### src/rtl/iqa_pkg.sv
package iqa_pkg;
   typedef enum logic [1:0] {
      POL_SHARED = 2'd0,
      POL_SPLIT  = 2'd1,
      POL_PCT    = 2'd2,
      POL_RSVD   = 2'd3
   } iqa_policy_e;
endpackage

### src/rtl/iqa_limit_calc.sv
module iqa_limit_calc
   import iqa_pkg::*;
#(
   parameter int NT    = 4,
   parameter int DEPTH = 32,
   parameter int CW    = 6,
   parameter int PW    = 7
) (
   input  logic [1:0]       policy,
   input  logic [PW-1:0]    pct,
   input  logic [NT-1:0]    mask,
   input  logic             cfg_load,
   input  logic             act_upd,
   input  logic [NT*CW-1:0] lim_q,
   output logic [NT*CW-1:0] lim_d
);
   localparam int PRODW = PW + CW;
   localparam int AW    = $clog2(NT + 1);

   logic [CW-1:0]    quot [NT+1];
   logic [PW-1:0]    pct_c;
   logic [PRODW-1:0] prod;
   logic [CW-1:0]    pct_lim;
   logic [CW-1:0]    base;
   logic [AW-1:0]    nact;
   iqa_policy_e      pol;

   assign quot[0] = CW'(DEPTH);
   for (genvar k = 1; k <= NT; k++) begin : g_quot
      assign quot[k] = CW'(DEPTH / k);
   end

   always_comb begin
      pol     = iqa_policy_e'(policy);
      pct_c   = (pct > PW'(100)) ? PW'(100) : pct;
      prod    = PRODW'(pct_c) * PRODW'(DEPTH);
      pct_lim = CW'(prod / PRODW'(100));
      case (pol)
         POL_SPLIT: base = quot[NT];
         POL_PCT:   base = pct_lim;
         default:   base = CW'(DEPTH);
      endcase
      nact = '0;
      for (int i = 0; i < NT; i++) nact = nact + AW'(mask[i]);
   end

   always_comb begin
      for (int i = 0; i < NT; i++) begin
         logic [CW-1:0] v;
         v = lim_q[i*CW +: CW];
         if (cfg_load) v = base;
         if (act_upd && mask[i]) begin
            if (pol == POL_SPLIT && nact != '0) v = quot[nact];
            else if (pol == POL_PCT && nact == AW'(1)) v = CW'(DEPTH);
         end
         lim_d[i*CW +: CW] = v;
      end
   end
endmodule

### src/rtl/iqa_thread_ctr.sv
module iqa_thread_ctr #(
   parameter int DEPTH = 32,
   parameter int CW    = 6
) (
   input  logic          clk,
   input  logic          rst_n,
   input  logic [CW-1:0] lim,
   input  logic          ins_ok,
   input  logic          rel,
   input  logic          sq,
   output logic [CW-1:0] occ,
   output logic [CW-1:0] free_cnt,
   output logic          full,
   output logic [1:0]    ret
);
   logic rel_ok, sq_ok;

   always_comb begin
      rel_ok   = rel && (occ != '0);
      sq_ok    = sq && (occ > CW'(rel_ok));
      ret      = 2'(rel_ok) + 2'(sq_ok);
      free_cnt = (lim > occ) ? (lim - occ) : '0;
      full     = (free_cnt == '0);
   end

   always_ff @(posedge clk) begin
      if (!rst_n) occ <= '0;
      else        occ <= occ + CW'(ins_ok) - CW'(ret);
   end
endmodule

### src/rtl/iqa_global_ctr.sv
module iqa_global_ctr #(
   parameter int DEPTH = 32,
   parameter int CW    = 6,
   parameter int RSW   = 4
) (
   input  logic           clk,
   input  logic           rst_n,
   input  logic           ins_any,
   input  logic [RSW-1:0] ret_sum,
   output logic [CW-1:0]  gfree,
   output logic           gfull
);
   assign gfull = (gfree == '0);

   always_ff @(posedge clk) begin
      if (!rst_n) gfree <= CW'(DEPTH);
      else        gfree <= gfree + CW'(ret_sum) - CW'(ins_any);
   end
endmodule

### src/rtl/iqa_alloc_top.sv
module iqa_alloc_top #(
   parameter int NUM_THREADS = 4,
   parameter int QUEUE_DEPTH = 32,
   parameter int PCT_W       = 7,
   localparam int TW  = (NUM_THREADS > 1) ? $clog2(NUM_THREADS) : 1,
   localparam int CW  = $clog2(QUEUE_DEPTH + 1),
   localparam int RSW = $clog2(2 * NUM_THREADS + 1)
) (
   input  logic                      clk,
   input  logic                      rst_n,
   input  logic [1:0]                policy_sel,
   input  logic [PCT_W-1:0]          thresh_pct,
   input  logic                      cfg_load,
   input  logic [NUM_THREADS-1:0]    active_mask,
   input  logic                      act_upd,
   input  logic                      alloc_vld,
   input  logic [TW-1:0]             alloc_tid,
   input  logic                      free_vld,
   input  logic [TW-1:0]             free_tid,
   input  logic                      squash_vld,
   input  logic [TW-1:0]             squash_tid,
   output logic [NUM_THREADS*CW-1:0] thr_free,
   output logic [NUM_THREADS-1:0]    thr_full,
   output logic [CW-1:0]             glob_free,
   output logic                      glob_full
);
   if (NUM_THREADS < 1) begin : g_bad_nt
      $error("NUM_THREADS must be at least 1");
   end
   if (QUEUE_DEPTH < 2 * NUM_THREADS) begin : g_bad_depth
      $error("QUEUE_DEPTH must be at least twice NUM_THREADS");
   end
   if (PCT_W < 7) begin : g_bad_pw
      $error("PCT_W must hold the value 100");
   end

   logic [NUM_THREADS*CW-1:0] lim_q, lim_d, occ_flat;
   logic [NUM_THREADS-1:0]    ins_hit;
   logic [1:0]                ret [NUM_THREADS];
   logic [RSW-1:0]            ret_sum;

   iqa_limit_calc #(.NT(NUM_THREADS), .DEPTH(QUEUE_DEPTH), .CW(CW), .PW(PCT_W)) u_lim (
      .policy(policy_sel), .pct(thresh_pct), .mask(active_mask),
      .cfg_load(cfg_load), .act_upd(act_upd), .lim_q(lim_q), .lim_d(lim_d)
   );

   always_ff @(posedge clk) begin
      if (!rst_n) lim_q <= {NUM_THREADS{CW'(QUEUE_DEPTH)}};
      else        lim_q <= lim_d;
   end

   for (genvar i = 0; i < NUM_THREADS; i++) begin : g_thr
      assign ins_hit[i] = alloc_vld && (alloc_tid == TW'(i)) && !glob_full && !thr_full[i];
      iqa_thread_ctr #(.DEPTH(QUEUE_DEPTH), .CW(CW)) u_ctr (
         .clk(clk), .rst_n(rst_n),
         .lim(lim_q[i*CW +: CW]),
         .ins_ok(ins_hit[i]),
         .rel(free_vld && (free_tid == TW'(i))),
         .sq(squash_vld && (squash_tid == TW'(i))),
         .occ(occ_flat[i*CW +: CW]),
         .free_cnt(thr_free[i*CW +: CW]),
         .full(thr_full[i]),
         .ret(ret[i])
      );
   end

   always_comb begin
      ret_sum = '0;
      for (int i = 0; i < NUM_THREADS; i++) ret_sum = ret_sum + RSW'(ret[i]);
   end

   iqa_global_ctr #(.DEPTH(QUEUE_DEPTH), .CW(CW), .RSW(RSW)) u_glob (
      .clk(clk), .rst_n(rst_n), .ins_any(|ins_hit), .ret_sum(ret_sum),
      .gfree(glob_free), .gfull(glob_full)
   );
endmodule

### config.mk
export PLATFORM = sky130hd
export DESIGN_NAME = iqa_alloc_top
export DESIGN_NICKNAME = d
export VERILOG_FILES = /design/src/rtl/iqa_pkg.sv /design/src/rtl/iqa_limit_calc.sv /design/src/rtl/iqa_thread_ctr.sv /design/src/rtl/iqa_global_ctr.sv /design/src/rtl/iqa_alloc_top.sv
export SDC_FILE = /design/constraint.sdc
export NUM_CORES = 1
export LEC_CHECK = 0
export BUFFER_PORTS_ARGS = -buffer_cell sky130_fd_sc_hd__buf_2
export CORE_ASPECT_RATIO = 0.5
export CORE_MARGIN = 2
export CORE_UTILIZATION = 55
export CTS_BUF_LIST = sky130_fd_sc_hd__clkbuf_2 sky130_fd_sc_hd__clkbuf_4 sky130_fd_sc_hd__clkbuf_8
export DETAILED_ROUTE_END_ITERATION = 6
export PLACE_DENSITY = 0.75
export SKIP_LAST_GASP = 1
export SYNTH_ARGS = -nofsm -noshare
export SYNTH_HDL_FRONTEND = slang
export SYNTH_SLANG_ARGS = --single-unit
export TNS_END_PERCENT = 10
### constraint.sdc
create_clock -name clk -period 7.19 [get_ports clk]
set_input_delay 1.438 -clock clk [delete_from_list [all_inputs] [get_ports clk]]
set_output_delay 1.438 -clock clk [all_outputs]
set_load 0.02 [all_outputs]
# Word level (Yosys, flattened, before mapping)
# Memories as Yosys holds them, arrays and structs flattened.
# Cells that the tools add are included.
[word_totals]
output_inout_bits = 35
n_memories = 1
ram_bits = 0
mem_bits_ro = 48
latchBits = 0
ff_bits = 54
inputBits = 26
[mem_list]
columns = ["memory", "words", "word_bits", "rd", "rd_clocked_by_memory_dff", "write_ports", "line", "source"]
rows = [
  ["(no name shown)", 8, 6, 1, 0, 0, "iqa_limit_calc.sv:53", "if (pol == POL_SPLIT && nact != '0) v = quot[nact];"],
]
[classes]
bitwise = 1
n_mul = 0
eq_ne = 12
mux = 24
addsub = 24
shift = 0
n_div = 1
reduce_logical = 53
n_lt_le_gt_ge = 10
[ops]
columns = ["operator", "n"]
rows = [
  ["$mux W6", 22],
  ["$logic_and A1 B1 Y1", 34],
  ["$logic_not A6 Y1", 5],
  ["$add A6 B1 Y6", 4],
  ["$gt A6 B1 Y1", 4],
  ["$gt A6 B6 Y1", 4],
  ["$reduce_bool A6 Y1", 4],
  ["$sub A6 B2 Y6", 4],
  ["$sub A6 B6 Y6", 4],
  ["$eq A2 B2 Y1 const B", 7],
  ["$div A12 B7 Y13 const B", 1],
  ["$pmux W6 S2", 1],
  ["$add A1 B1 Y2", 5],
  ["$eq A2 B1 Y1 const B", 4],
  ["$gt A7 B7 Y1 const B", 1],
  ["$mux W7", 1],
  ["$add A3 B1 Y3", 2],
  ["$add A6 B4 Y6", 1],
  ["$logic_not A2 Y1", 3],
  ["$sub A6 B1 Y6", 1],
  ["$logic_not A1 Y1", 5],
  ["$add A3 B2 Y4", 1],
  ["$add A4 B2 Y4", 1],
  ["$ge A4 B4 Y1 const B", 1],
  ["5 further kinds", 5],
]

# Depth between registers and ports, before layout
[logic_depth]
word_depth = 11
ltp_mapped = 28
mapped_depth_nobuf = 25

# Hierarchy
# Synthesis repeated with hierarchy kept, for this count alone.
[hier_totals]
cells_unflattened = 832
hier_area_um2 = 6567.5
[by_module_without_submodules]
columns = ["module", "area_each_um2", "cells_each", "n_inst"]
rows = [
  ["iqa_thread_ctr", 835.8, 105, 4],
  ["iqa_limit_calc", 1811.7, 271, 1],
  ["iqa_alloc_top", 898.4, 81, 1],
  ["iqa_global_ctr", 514.2, 60, 1],
]

# Worst setup path after synthesis
# Ideal clock, no wire load.
[synth_timing]
kind = "input to register"
startpoint = "in thresh_pct[4]"
endpoint = "reg lim_q[18]"
t_required_ns = 7.058
setup_slack_ns = 0.598
path_stages = 28
t_arrival_ns = 6.460
setup_ns = 0.132
cell_sequence = "buf_6 > o311ai_2 > nand2_1 > inv_1 > ha_1 > or4b_1 > clkbuf_1 > a21oi_1 > or2_2 > clkbuf_1 > ha_1 > inv_1 > o21ai_0 > o21ai_0 > inv_1 > ha_1 > inv_1 > o2111ai_1 > a22oi_4 > nand2b_1 > inv_1 > ha_1 > nand2_1 > o21ai_0 > o32ai_1 > a32oi_1 > o41ai_2 > a21oi_1"
[synth_between]
elab_chain_len = 8
[synth_lines]
columns = ["element", "line", "source"]
rows = [
  ["from (decl)", "iqa_alloc_top.sv:12", "input logic [PCT_W-1:0] thresh_pct,"],
  ["$gt A7 B7 Y1", "iqa_limit_calc.sv:35", "pct_c = (pct > PW'(100)) ? PW'(100) : pct;"],
  ["$mux W7 *", "iqa_limit_calc.sv:35", ""],
  ["$div A12 B7 Y13 *", "iqa_limit_calc.sv:37", "pct_lim = CW'(prod / PRODW'(100));"],
  ["$pmux W6 S2 *", "iqa_limit_calc.sv:38", "case (pol)"],
  ["$mux W6 *", "iqa_limit_calc.sv:51", "if (cfg_load) v = base;"],
  ["$mux W6", "iqa_limit_calc.sv:54", "else if (pol == POL_PCT && nact == AW'(1)) v = CW'(DEPTH);"],
  ["$mux W6", "iqa_limit_calc.sv:53", ""],
  ["$mux W6 *", "iqa_limit_calc.sv:52", "if (act_upd && mask[i]) begin"],
  ["to (signal assigned)", "iqa_alloc_top.sv:48", "if (!rst_n) lim_q <= {NUM_THREADS{CW'(QUEUE_DEPTH)}};"],
  ["to (signal assigned)", "iqa_alloc_top.sv:49", "else lim_q <= lim_d;"],
  ["to (decl)", "iqa_alloc_top.sv:37", "logic [NUM_THREADS*CW-1:0] lim_q, lim_d, occ_flat;"],
]
# Mark *: on every way between the ends. The rest lies on a longest branch, timed or not.
# A chain may end at the register's enable or synchronous reset.

# Final worst setup path
[layout_timing]
startpoint = "in thresh_pct[4]"
endpoint = "reg lim_q[6]"
# Same word-level chain as after synthesis.

==> results.sh <==
export IMPL_status="finished clean"
export IMPL_crit_path_end_kind="flop"
export IMPL_io_pins=61
export IMPL_period_share=0.926
export IMPL_fin_crit_ns=6.66
export IMPL_drc=0
export IMPL_grtUsageTotal=0.240
export IMPL_wl_met3_microns=619
export IMPL_wl_microns=14400
export IMPL_hpwl_microns=11500
export IMPL_htree_levels=2
export IMPL_synth_fp_nets=894
export IMPL_synthCells=756
export IMPL_synthArstFlopShare=0
export IMPL_grt_pass1_vias=5192
export IMPL_nNetsFinal=940
export IMPL_synth_edf_count=0
export IMPL_cts_buffers=5
export IMPL_drtPass1Iterations=4
export IMPL_final_core_util=0.608
export IMPL_routedWlPerCell_microns=15.2
export IMPL_synth_cell_types=81
export IMPL_max_cap_viol_count=0
export IMPL_r2r_setup_slack_ns=1.31
export IMPL_p_per_area_nw_per_um2=412
export IMPL_areaGrowthSynthToFinish_pct=7.82
export IMPL_seq_area_frac_synth=0.174
export IMPL_crit_path_cell_trace="buf_2 -> o311ai_2 -> nand2_1 -> inv_1 -> ha_1 -> or4b_1 -> a211oi_1 -> o22a_2 -> nand2b_1 -> xnor2_1 -> ha_1 -> inv_1 -> o2111ai_1 -> a22oi_4 -> nand2b_1 -> inv_1 -> ha_1 -> nand2_1 -> o21ai_0 -> o32ai_1 -> a32oi_1 -> o41ai_4 -> a21oi_1"
export IMPL_peakVddDrop_uv=186
export IMPL_port_buffer_count=60
export IMPL_totalPowerFinal_w=0.00275
export IMPL_cts_tree="done"
export IMPL_globalplace_congestion=0.971
export IMPL_grt_pass1_wl_microns=24000
export IMPL_max_freq_mhz=150
export IMPL_root_buffer="clkbuf_8"
export IMPL_antenna_found_initial=0
export IMPL_ys_ff_latch=54
export IMPL_grt_max_degree=50
export IMPL_clockBufferDepth=2
export IMPL_start_util=0.564
export IMPL_clk_latency_ns=0.33
export IMPL_ant_nets=0
export IMPL_route_met2_wl_microns=6620
export IMPL_slew_headroom=0.461
export IMPL_avgSynthCellArea_sq_um=8.20
export IMPL_synth_ff_type="dfxtp_1"
export IMPL_routed_top_layer="met4"
export IMPL_path_delay_family="compound AO/OA/AOI/OAI gates"
export IMPL_fin_tns_setup_ns=0
export IMPL_num_vias=5574
export IMPL_yosysWarnings=0
export IMPL_syn_area_sq_um=6200
export IMPL_cp_arrival_ns=6.86
export IMPL_hold_violations=0
export IMPL_holdCritPathClass="reg2reg"
export IMPL_max_stage_delay_ns=0.59
export IMPL_gr_total_overflow=0
export IMPL_drive_above_1_share=0.116
export IMPL_die_area_sq_um=12200
export IMPL_crit_fanout=14
export IMPL_routedLengthMet1_microns=6960
export IMPL_num_antenna_cells=0
export IMPL_start_kind="input port"
export IMPL_drtIter0Drc=287
export IMPL_tightest_slew_ns=0.803
export IMPL_critPathSlowestCell="or4b_1"
export IMPL_rsz0062_at_grt="no"
export IMPL_viasPerCell=5.88
export IMPL_fp_dieH_microns=79.1
export IMPL_clk_pin_slew_worst_paths_ns=0.11
export IMPL_p_leak_nw=3.16
export IMPL_slew_viol_final=0
export IMPL_crit_type="in2reg"
export IMPL_core_region_area_sq_um=11000
export IMPL_cts_setup_buffers=0
export IMPL_setup_viol=0
export IMPL_num_rows=27
export IMPL_numClockSinks=54
export IMPL_die_w_microns=154
export IMPL_required_ns=7.39
export IMPL_path_buf_inv=4
export IMPL_finalClockSkew_ns=0.0105
## cell families after synthesis
group | after synthesis | synth area share
muxes | 5 | 0.00848
xor gates and xnor gates | 37 | 0.0545
adders and majority gates | 112 | 0.244
AOI/OAI and AO/OA | 200 | 0.230
DFF | 54 | 0.174
and+or+nand+nor | 230 | 0.210
buffers and inverters | 118 | 0.0781
## state kept, by name, indices dropped and copies added, names as in the netlist
signal,count
g_thr.u_ctr.occ,24
lim_q,24
u_glob.gfree,6
## cell usage in the layout (no fill, tap or decap), types with 4 or more instances in the layout
master / instances
nor3_1: 12
nor4b_1: 5
nand3b_1: 4
clkbuf_8: 6
or4_1: 7
a21oi_1: 48
nor2b_1: 24
and2_1: 34
and3_1: 7
or3_1: 10
dfxtp_1: 54
buf_2: 60
a21o_1: 31
inv_1: 92
nand2b_1: 5
o21a_1: 4
nand3_1: 17
fa_1: 15
o22ai_1: 5
a31oi_1: 8
a32oi_1: 10
nand2_1: 42
o221ai_1: 4
xor2_1: 21
nor4_1: 5
a21boi_0: 6
xnor2_1: 15
nor3b_1: 4
nand4_1: 7
ha_1: 97
o21bai_1: 6
nor2_1: 31
o21ai_0: 32
## routing by layer
metal | track usage | vias to the layer above
met4 | 0.0477 | 0
met2 | 0.422 | 128
li1 | - | 2796
met3 | 0.0333 | 19
met5 | 0 | -
met1 | 0.317 | 2631
## cell usage after synthesis (all sizes together), types with 13 or more instances
cell type  instances  area [sq um]
inv               93           349
nand2             42           158
nand3             17          85.1
fa                15           300
a21o              31           233
xor2              21           184
dfxtp             54          1080
o21ai             34           170
a21oi             48           240
xnor2             15           131
nor2b             24           150
nor2              31           116
nor3              13          70.1
and2              34           213
ha                97          1210
## power by group
group	leakage (nW)	switching, W	internal, W
sequential	0.444	0.0000466	0.000383
combinational	2.66	0.00121	0.000919
clock	0.0514	0.000113	0.0000797
total	3.16	0.00137	0.00138
## area by class of cell
class / instances / area (sq um)
Sequential cell: 54 / 1080
Tap cell: 145 / 181
Fill cell: 983 / 4300
Timing Repair Buffer: 63 / 323
Multi-Input combinational cell: 584 / 4640
Clock buffer: 6 / 82.6
Clock inverter: 2 / 17.5
Inverter: 94 / 353
## path summary, 6_finish.rpt
| kind | from | to | cells after the start |
|---|---|---|---|
| worst max-delay path | thresh_pct[4] | lim_q[6] | 23 |
| worst min-delay path | lim_q[0] | lim_q[0] | 2 |
| worst max register to register | g_thr[0].u_ctr.occ[0] | u_glob.gfree[4] | 22 |
| worst min register to register | lim_q[0] | lim_q[0] | 2 |
## through the flow
step | hold WS, ns | area (sq um) | worst slack (ns) | std cells
2_1_floorplan | 0.430 | 6200 | 0.598 | 756
3_3_place_gp | 0.443 | 6570 | 0.418 | 940
3_5_place_dp | 0.448 | 6570 | 0.202 | 940
4_1_cts | 0.464 | 6670 | 0.502 | 948
5_1_grt | 0.499 | 6680 | 0.0578 | 948
6_report | 0.466 | 6680 | 0.532 | 948
## worst register-to-register path, delay by kind of cell, from the launching register on
| kind | cells | cell delay (ns) |
|---|---|---|
| buf+inv | 2 | 0.12 |
| fa+ha+maj | 7 | 2.51 |
| simple gates | 6 | 1.42 |
| compound gates | 6 | 1.26 |
| xor+xnor | 1 | 0.07 |
| flops | 1 | 0.39 |
## timing repair
item,in CTS,in global routing
hold buffers,0,0
gates resized for setup,0,1
endpoints found under the setup margin,0,3
Note: power is estimated with default switching activity, not from simulation.
